===== src/rtl/mo_pkg.sv =====
package mo_pkg;
  localparam int NCLS = 4;

  typedef enum logic [1:0] {
    CLS_WRITE = 2'd0,
    CLS_READ  = 2'd1,
    CLS_OUT   = 2'd2,
    CLS_IN    = 2'd3
  } cls_e;

  typedef logic [NCLS-1:0] cls_mask_t;
endpackage


===== src/rtl/mo_class_counter.sv =====
module mo_class_counter #(
  parameter int CNT_W = 4
) (
  input  logic             clk,
  input  logic             rst,
  input  logic             inc,
  input  logic             dec,
  output logic [CNT_W-1:0] cnt,
  output logic             busy,
  output logic             full
);
  localparam logic [CNT_W-1:0] MAX_CNT = {CNT_W{1'b1}};

  logic [CNT_W-1:0] cnt_q;
  logic [CNT_W-1:0] cnt_d;
  logic             busy_q;
  logic             dec_ok;

  // a completion on an empty class is dropped
  assign dec_ok = dec && (cnt_q != '0);

  always_comb begin
    cnt_d = cnt_q;
    if (inc && !dec_ok)      cnt_d = cnt_q + 1'b1;
    else if (!inc && dec_ok) cnt_d = cnt_q - 1'b1;
  end

  always_ff @(posedge clk) begin
    if (rst) begin
      cnt_q  <= '0;
      busy_q <= 1'b0;
    end else begin
      cnt_q  <= cnt_d;
      busy_q <= (cnt_d != '0);
    end
  end

  assign cnt  = cnt_q;
  assign busy = busy_q;
  assign full = (cnt_q == MAX_CNT);
endmodule


===== src/rtl/mo_fence_gate.sv =====
module mo_fence_gate
  import mo_pkg::*;
(
  input  logic      clk,
  input  logic      rst,
  input  logic      fence_fire,
  input  cls_mask_t pred,
  input  cls_mask_t succ,
  input  cls_mask_t busy,
  output logic      active,
  output cls_mask_t hold_mask
);
  logic      active_q;
  cls_mask_t pred_q;
  cls_mask_t succ_q;
  logic      waiting;
  logic      arm;

  assign waiting = |(pred_q & busy);
  assign arm     = fence_fire && (|(pred & busy)) && (|succ);

  always_ff @(posedge clk) begin
    if (rst) begin
      active_q <= 1'b0;
      pred_q   <= '0;
      succ_q   <= '0;
    end else if (arm) begin
      active_q <= 1'b1;
      pred_q   <= pred;
      succ_q   <= succ;
    end else if (active_q && !waiting) begin
      active_q <= 1'b0;
      pred_q   <= '0;
      succ_q   <= '0;
    end
  end

  assign active    = active_q;
  assign hold_mask = (active_q && waiting) ? succ_q : '0;
endmodule


===== src/rtl/mo_acq_track.sv =====
module mo_acq_track
  import mo_pkg::*;
(
  input  logic       clk,
  input  logic       rst,
  input  logic       acq_fire,
  input  logic [1:0] acq_cls,
  input  cls_mask_t  busy,
  output logic       block
);
  logic       active_q;
  logic [1:0] cls_q;

  always_ff @(posedge clk) begin
    if (rst) begin
      active_q <= 1'b0;
      cls_q    <= 2'd0;
    end else if (acq_fire) begin
      active_q <= 1'b1;
      cls_q    <= acq_cls;
    end else if (active_q && !busy[cls_q]) begin
      active_q <= 1'b0;
    end
  end

  assign block = active_q && busy[cls_q];
endmodule


===== src/rtl/mem_order_gate.sv =====
module mem_order_gate
  import mo_pkg::*;
#(
  parameter int CNT_W = 4
) (
  input  logic       clk,
  input  logic       rst,
  input  logic       req_valid,
  input  logic       req_fence,
  input  logic [1:0] req_class,
  input  logic       req_aq,
  input  logic       req_rl,
  input  logic [3:0] req_pred,
  input  logic [3:0] req_succ,
  output logic       req_ready,
  input  logic [3:0] cpl_valid,
  output logic [3:0] busy,
  output logic       gate_pending
);
  cls_mask_t                   busy_w;
  cls_mask_t                   full_w;
  cls_mask_t                   inc_w;
  cls_mask_t                   hold_w;
  logic [NCLS-1:0][CNT_W-1:0]  cnt_all;
  logic                        acq_block;
  logic                        gate_act;
  logic                        op_ok;
  logic                        fence_ok;
  logic                        op_fire;
  logic                        fence_fire;

  generate
    for (genvar c = 0; c < NCLS; c++) begin : g_cls
      assign inc_w[c] = op_fire && (req_class == c[1:0]);
      mo_class_counter #(.CNT_W(CNT_W)) u_cnt (
        .clk  (clk),
        .rst  (rst),
        .inc  (inc_w[c]),
        .dec  (cpl_valid[c]),
        .cnt  (cnt_all[c]),
        .busy (busy_w[c]),
        .full (full_w[c])
      );
    end
  endgenerate

  mo_fence_gate u_gate (
    .clk        (clk),
    .rst        (rst),
    .fence_fire (fence_fire),
    .pred       (req_pred),
    .succ       (req_succ),
    .busy       (busy_w),
    .active     (gate_act),
    .hold_mask  (hold_w)
  );

  mo_acq_track u_acq (
    .clk      (clk),
    .rst      (rst),
    .acq_fire (op_fire && req_aq),
    .acq_cls  (req_class),
    .busy     (busy_w),
    .block    (acq_block)
  );

  always_comb begin
    op_ok = !acq_block
            && !hold_w[req_class]
            && !full_w[req_class]
            && !(req_rl && (|busy_w));
    fence_ok = !acq_block && !gate_act;
  end

  assign req_ready    = req_fence ? fence_ok : op_ok;
  assign op_fire      = req_valid && !req_fence && op_ok;
  assign fence_fire   = req_valid && req_fence && fence_ok;
  assign busy         = busy_w;
  assign gate_pending = gate_act;
endmodule


===== config.mk =====
export PLATFORM = sky130hd
export DESIGN_NAME = mem_order_gate
export DESIGN_NICKNAME = d
export VERILOG_FILES = /design/src/rtl/mo_pkg.sv /design/src/rtl/mo_class_counter.sv /design/src/rtl/mo_fence_gate.sv /design/src/rtl/mo_acq_track.sv /design/src/rtl/mem_order_gate.sv
export SDC_FILE = /design/constraint.sdc
export NUM_CORES = 1
export LEC_CHECK = 0
export ABC_AREA = 1
export BUFFER_PORTS_ARGS = -buffer_cell sky130_fd_sc_hd__buf_2
export CAP_MARGIN = 20
export CORE_MARGIN = 2
export CORE_UTILIZATION = 50
export CTS_BUF_LIST = sky130_fd_sc_hd__clkbuf_4 sky130_fd_sc_hd__clkbuf_8
export DETAILED_ROUTE_END_ITERATION = 12
export GPL_ROUTABILITY_DRIVEN = 0
export GPL_TIMING_DRIVEN = 0
export PLACE_DENSITY = 0.8
export SLEW_MARGIN = 20
export SYNTH_ARGS = -nofsm -noshare
export SYNTH_HDL_FRONTEND = slang
export SYNTH_HIERARCHICAL = 1
export SYNTH_SLANG_ARGS = --single-unit

===== constraint.sdc =====
create_clock -name clk -period 4.1 [get_ports clk]
set_input_delay 0.41 -clock clk [delete_from_list [all_inputs] [get_ports clk]]
set_output_delay 0.41 -clock clk [all_outputs]
set_load 0.01 [all_outputs]

After elaboration in Yosys (flattened, before gate mapping)
Index checks and enable logic that the tools add are counted.
{"block": "totals", "ff_bits": 32, "in_bits": 20, "out_inout_bits": 6, "wordCells": 118}
{"block": "classes", "n_addsub": 8, "magnitude_cmp": 2, "n_eq_ne": 7, "n_mux": 23, "n_bitwise": 2, "n_reduce_logical": 63}
{"operator": "4-bit 2-to-1 mux", "n": 12}
{"operator": "1-bit logical AND", "n": 32}
{"operator": "4-bit nonzero test", "n": 8}
{"operator": "4-bit by 1-bit adder with 4-bit output (second input constant)", "n": 4}
{"operator": "4-bit == test (second input constant)", "n": 4}
{"operator": "1-bit logical NOT", "n": 16}
{"operator": "4-bit OR reduction", "n": 4}
{"operator": "4-bit by 1-bit subtractor with 4-bit output (second input constant)", "n": 4}
{"operator": "4-bit bitwise AND", "n": 2}
{"operator": "1-bit 2-to-1 mux", "n": 8}
{"operator": "1-bit binary-select mux with 2-bit select", "n": 3}
{"operator": "2-bit by 3-bit < comparator with 1-bit output (second input constant)", "n": 2}
{"operator": "2-bit == test (second input constant)", "n": 2}
{"operator": "2-bit nonzero test", "n": 2}
{"operator": "2-bit by 1-bit == test with 1-bit output (second input constant)", "n": 1}
{"operator": "2-bit logical NOT", "n": 1}

Longest topological paths before layout
{"block": "depth", "depth_word": 17, "depth_mapped": 19, "mapped_depth_nobuf": 19}

Modules after synthesis
Netlist, hierarchy kept.
{"module": "mo_class_counter", "n_inst": 4, "cells_each": 54, "area_per_inst_um2": 371.6, "seq_area_each_um2": 100.1}
{"module": "mo_fence_gate", "n_inst": 1, "cells_each": 66, "area_per_inst_um2": 451.7, "seq_area_each_um2": 180.2}
{"module": "mem_order_gate", "n_inst": 1, "cells_each": 45, "area_per_inst_um2": 198.9, "seq_area_each_um2": 0.0}
{"module": "mo_acq_track", "n_inst": 1, "cells_each": 24, "area_per_inst_um2": 156.4, "seq_area_each_um2": 60.1}

Least setup slack after synthesis
Ideal clock, no wire load.
{"block": "synth_timing", "path_type": "register to register", "from": "reg g_cls[2].u_cnt.busy_q", "to": "reg g_cls[0].u_cnt.busy_q", "setup_ns": 0.120, "t_arrival_ns": 2.112, "required_time_ns": 3.980, "slack_ns": 1.868, "stages_incl_launch_ff": 19, "n_path_buf": 0, "synth_period_minus_slack_ns": 2.232, "cell_sequence": "dfxtp_1 -> nand2_1 -> nand2_1 -> o21ai_1 -> nor2_1 -> inv_1 -> nand2_1 -> nand2_1 -> nand2_1 -> nor2_2 -> nand3_2 -> nor2_1 -> inv_1 -> nand3_1 -> nand3_1 -> nand2_1 -> nand2_1 -> nand2_1 -> nand3_1"}
{"block": "synth_between", "elab_chain_cells": 17, "elab_cells_between_ends": 25, "cone_classes": "mux (7); bitwise (1); reduce/logical (17)"}
{"item": "start, declared", "line_no": "mo_class_counter.sv:16", "text": "logic busy_q;"}
{"item": "start signal, assigned", "line_no": "mo_class_counter.sv:34", "text": "busy_q <= (cnt_d != '0);"}
{"item": "4-bit bitwise AND (*)", "line_no": "mo_fence_gate.sv:19", "text": "assign waiting = |(pred_q & busy);"}
{"item": "4-bit OR reduction (*)", "line_no": "mo_fence_gate.sv:19"}
{"item": "1-bit logical AND (*)", "line_no": "mo_fence_gate.sv:39", "text": "assign hold_mask = (active_q && waiting) ? succ_q : '0;"}
{"item": "4-bit 2-to-1 mux (*)", "line_no": "mo_fence_gate.sv:39"}
{"item": "net hold_w[0]", "line_no": "mem_order_gate.sv:23", "text": "cls_mask_t hold_w;"}
{"item": "1-bit binary-select mux with 2-bit select (*)", "line_no": "mem_order_gate.sv:69", "text": "&& !hold_w[req_class]"}
{"item": "1-bit 2-to-1 mux (implied by the code) (*)", "line_no": "mem_order_gate.sv:69"}
{"item": "1-bit logical NOT (*)", "line_no": "mem_order_gate.sv:69"}
{"item": "[... 3 more ...]"}
{"item": "1-bit logical AND (*)", "line_no": "mem_order_gate.sv:76", "text": "assign op_fire = req_valid && !req_fence && op_ok;"}
{"item": "1-bit logical AND (*)", "line_no": "mem_order_gate.sv:34", "text": "assign inc_w[c] = op_fire && (req_class == c[1:0]);"}
{"item": "net inc_w[0]", "line_no": "mem_order_gate.sv:22", "text": "cls_mask_t inc_w;"}
{"item": "1-bit logical NOT", "line_no": "mo_class_counter.sv:25", "text": "else if (!inc && dec_ok) cnt_d = cnt_q - 1'b1;"}
{"item": "1-bit logical AND", "line_no": "mo_class_counter.sv:25"}
{"item": "4-bit 2-to-1 mux", "line_no": "mo_class_counter.sv:25"}
{"item": "4-bit 2-to-1 mux (*)", "line_no": "mo_class_counter.sv:24", "text": "if (inc && !dec_ok) cnt_d = cnt_q + 1'b1;"}
{"item": "4-bit nonzero test (*)", "line_no": "mo_class_counter.sv:34"}
{"item": "end signal, assigned", "line_no": "mo_class_counter.sv:34"}
{"item": "end, declared", "line_no": "mo_class_counter.sv:16"}
Mark *: on every way through the listed nets, which the timed path passes. The rest lies on a longest branch. The select of a mux whose other input is x is not followed.
A chain may end at the register's enable or synchronous reset.

Worst setup path in the final report
{"block": "layout_timing", "from": "reg g_cls[2].u_cnt.busy_q", "to": "reg g_cls[2].u_cnt.busy_q"}
{"block": "layout_between", "elab_chain_cells": 17, "elab_cells_between_ends": 25, "cone_classes": "mux (7); bitwise (1); reduce/logical (17)"}
{"item": "4-bit bitwise AND (*)", "line_no": "mo_fence_gate.sv:19"}
{"item": "4-bit OR reduction (*)", "line_no": "mo_fence_gate.sv:19"}
{"item": "1-bit logical AND (*)", "line_no": "mo_fence_gate.sv:39"}
{"item": "4-bit 2-to-1 mux (*)", "line_no": "mo_fence_gate.sv:39"}
{"item": "net hold_w[0]", "line_no": "mem_order_gate.sv:23"}
{"item": "1-bit binary-select mux with 2-bit select (*)", "line_no": "mem_order_gate.sv:69"}
{"item": "1-bit 2-to-1 mux (implied by the code) (*)", "line_no": "mem_order_gate.sv:69"}
{"item": "1-bit logical NOT (*)", "line_no": "mem_order_gate.sv:69"}
{"item": "[... 3 more ...]"}
{"item": "1-bit logical AND (*)", "line_no": "mem_order_gate.sv:76"}
{"item": "1-bit logical AND (*)", "line_no": "mem_order_gate.sv:34"}
{"item": "net inc_w[2]", "line_no": "mem_order_gate.sv:22"}
{"item": "1-bit logical NOT", "line_no": "mo_class_counter.sv:25"}
{"item": "1-bit logical AND", "line_no": "mo_class_counter.sv:25"}
{"item": "4-bit 2-to-1 mux", "line_no": "mo_class_counter.sv:25"}
{"item": "4-bit 2-to-1 mux (*)", "line_no": "mo_class_counter.sv:24"}
{"item": "4-bit nonzero test (*)", "line_no": "mo_class_counter.sv:34"}
Marked as above.

==> impl_metrics.tcl <==
set metrics [dict create \
    clock-root-buffer "clkbuf_8" \
    synth_cells 351 \
    grt.total_usage 0.193 \
    setup_tns_ns 0 \
    ys_ff_latch 32 \
    grt_max_degree 17 \
    die-area_sq_um 5140 \
    cts_tree "done" \
    vdd.ir_drop.worst_uv 217 \
    critPathLaunchType "register" \
    drv_slew 0 \
    path_max_fanout 6 \
    critPathSlowestCell "nor2_1" \
    dp_hpwl_mm 3.64 \
    utilization 0.588 \
    setup_viol 0 \
    netlist_area_sq_um 2290 \
    drc 0 \
    postCtsSetupRepairBufs 0 \
    cts_resized 0 \
    final_nets 411 \
    io_buffers 25 \
    synth.distinct_cells 22 \
    power_mw 1.57 \
    synth.largest_area_cell "dfxtp_1" \
    r2r_slack_ns 1.35 \
    grt_pass1_vias 1994 \
    critPathArrivalTime_ns 2.92 \
    regArea_sq_um 641 \
    worstSetupEndpointType "register" \
    synth.top_cell.area_share 0.279 \
    final_area_sq_um 2580 \
    core_sq_um 4380 \
    fin_crit_ns 2.75 \
    io_pins 26 \
    syn_area_per_cell_sq_um 6.53 \
    cts_buffer_depth 2 \
    synth_nets 379 \
    area_growth_pct 12.5 \
    clk_latency_ns 0.28 \
    skew_ns 0.00658 \
    cts_buffers 5 \
    synth.area.top_cells "dfxtp_1 (28%), nand2_1 (13%), nand3_1 (13%), inv_1 (8.7%), nand2_4 (6.4%)" \
    critical_path_class "register to register" \
    clk_pin_slew_ns 0.06 \
    cap_violations 0 \
    numClockSinks 32 \
    row_count 24 \
    ctsHoldBuffers 0 \
    fin_cells 435 \
    leakage_nw 1.29 \
    crit_chain "nand2_1, nand2_1, o21ai_1, nor2_1, inv_1, nand2_1, nand2_1, nand2_1, nor2_2, nand3_2, nor2_1, inv_1, nand3_1, nand3_1, nand2_1, nand2_1, nand2_1, nand3_1" \
    drtIter0Drc 96 \
    placed_cell_area_sq_um 2480 \
    die_h_um 71.7 \
    fill_cells 431 \
    start_util 0.523 \
    multiInputGateArea_sq_um 1340 \
    hp-class "input pin to register" \
    worst_pin_slew_ns 0.553 \
    period_share 0.671 \
    grt_pass1_wl_mm 8.09 \
    critPathRequiredTime_ns 4.27 \
    yosysSeqAreaShare 0.279 \
    htree_num_levels 2 \
    max_freq_mhz 364 \
    crit_top_cell "nand2_1" \
    post-place-cells 428 \
    antenna_found_initial 0 \
    p_per_area_nw_per_um2 609 \
    ant_nets 0 \
    drive_above_1_share 0.214 \
    synth-warning-count 6 \
    grt_overflow 0 \
    rsz0062_at_grt "false" \
    routed_wl_mm 4.59 \
    slew_headroom 0.630 \
    vias 2179 \
    drt-pass1-iter-count 4 \
    status "completed" \
    critPathMaxStageDelay_ns 0.46 \
    hold_viol_final 0 \
    n_antenna_cell 0 \
    wl_per_cell_um 10.5 \
    fp.dieW_um 71.7 \
    avgViaCountPerCell 5.01 \
]
worst max-delay path, delay by kind of cell, from the launching register on:
family                 cells  cell delay, ns
AOI/OAI and AO/OA          1            0.30
buffers and inverters      2            0.23
DFF                        1            0.38
and+or+nand+nor           15            1.72
layout make-up:
type	count	share of cell area
buffer	1	0.00145
clock buffer	7	0.0373
inverter	68	0.120
multi-input combinational	250	0.519
sequential	32	0.248
tap	52	0.0252
timing repair buffer	25	0.0485
worst paths after layout:
| kind | start | end | cells after the start |
|---|---|---|---|
| max | g_cls[2].u_cnt/busy$_SDFF_PP0_ | g_cls[2].u_cnt/busy$_SDFF_PP0_ | 18 |
| min | req_pred[1] | u_gate/pred_q[1]$_SDFFE_PP0P_ | 3 |
| max reg2reg | g_cls[2].u_cnt/busy$_SDFF_PP0_ | g_cls[2].u_cnt/busy$_SDFF_PP0_ | 18 |
| min reg2reg | u_acq/active_q$_SDFFE_PP0P_ | u_acq/active_q$_SDFFE_PP0P_ | 2 |
metrics by stage:
stage	setup slack, ns	hold slack, ns
2_1_floorplan	1.87	0.438
3_3_place_gp	1.40	0.453
5_1_grt	0.981	0.417
4_1_cts	1.37	0.405
3_5_place_dp	1.38	0.461
6_report	1.35	0.417
flip-flops by register name, indices dropped and copies added (netlist names):
name and flops:
g_cls.u_cnt/busy 4, u_acq/cls_q 2, u_gate/active 1, g_cls.u_cnt/cnt 16, u_acq/active_q 1, u_gate/pred_q 4
u_gate/succ_q 4
per-layer routing:
metal | global-route usage | vias to the layer above | routed length (um)
met3 | 0.0422 | 7 | 176
met4 | 0.0629 | 0 | 59
met1 | 0.244 | 955 | 2250
met2 | 0.327 | 35 | 2100
met5 | 0 | - | 0
li1 | - | 1182 | -
cells by family after synthesis:
family          after synthesis  share of synthesized area
compound gates               15                     0.0464
fa+ha+maj                     8                     0.0436
buf+inv                      69                      0.137
flops                        32                      0.279
simple gates                227                      0.494
cell usage after synthesis:
cell type / number
clkinv_1: 3
ha_1: 8
dfxtp_1: 32
inv_1: 53
a21oi_4: 2
a21oi_2: 1
buf_1: 1
nand2_2: 6
inv_2: 8
nor2_2: 15
a21oi_1: 9
nor2_1: 27
nand3_2: 1
bufinv_8: 4
nand3_1: 60
nor3_1: 12
o21ai_1: 1
nand3b_1: 1
a211oi_1: 2
nand4_1: 12
nand2_4: 13
nand2_1: 80
layout by cell type (no fill, tap or decap), types with 2 or more instances in the layout:
cell,instances
a21oi_4,2
inv_1,53
dfxtp_1,32
bufinv_8,4
a21oi_1,9
nor3_1,12
clkinv_1,3
clkbuf_8,7
nand2_1,80
nand3_1,60
nor2_1,27
ha_1,8
inv_2,8
nor2_2,15
nand2_2,6
nand2_4,13
a211oi_1,2
nand4_1,12
buf_2,25
where the power goes:
group          total [mW]  leakage (nW)  internal [mW]  switching (mW)
Clock               0.256        0.0503          0.149           0.107
Sequential          0.492         0.263          0.398          0.0936
Combinational       0.823         0.981          0.332           0.491
Total                1.57          1.29          0.880           0.691
(Power assumes the default switching activity.)
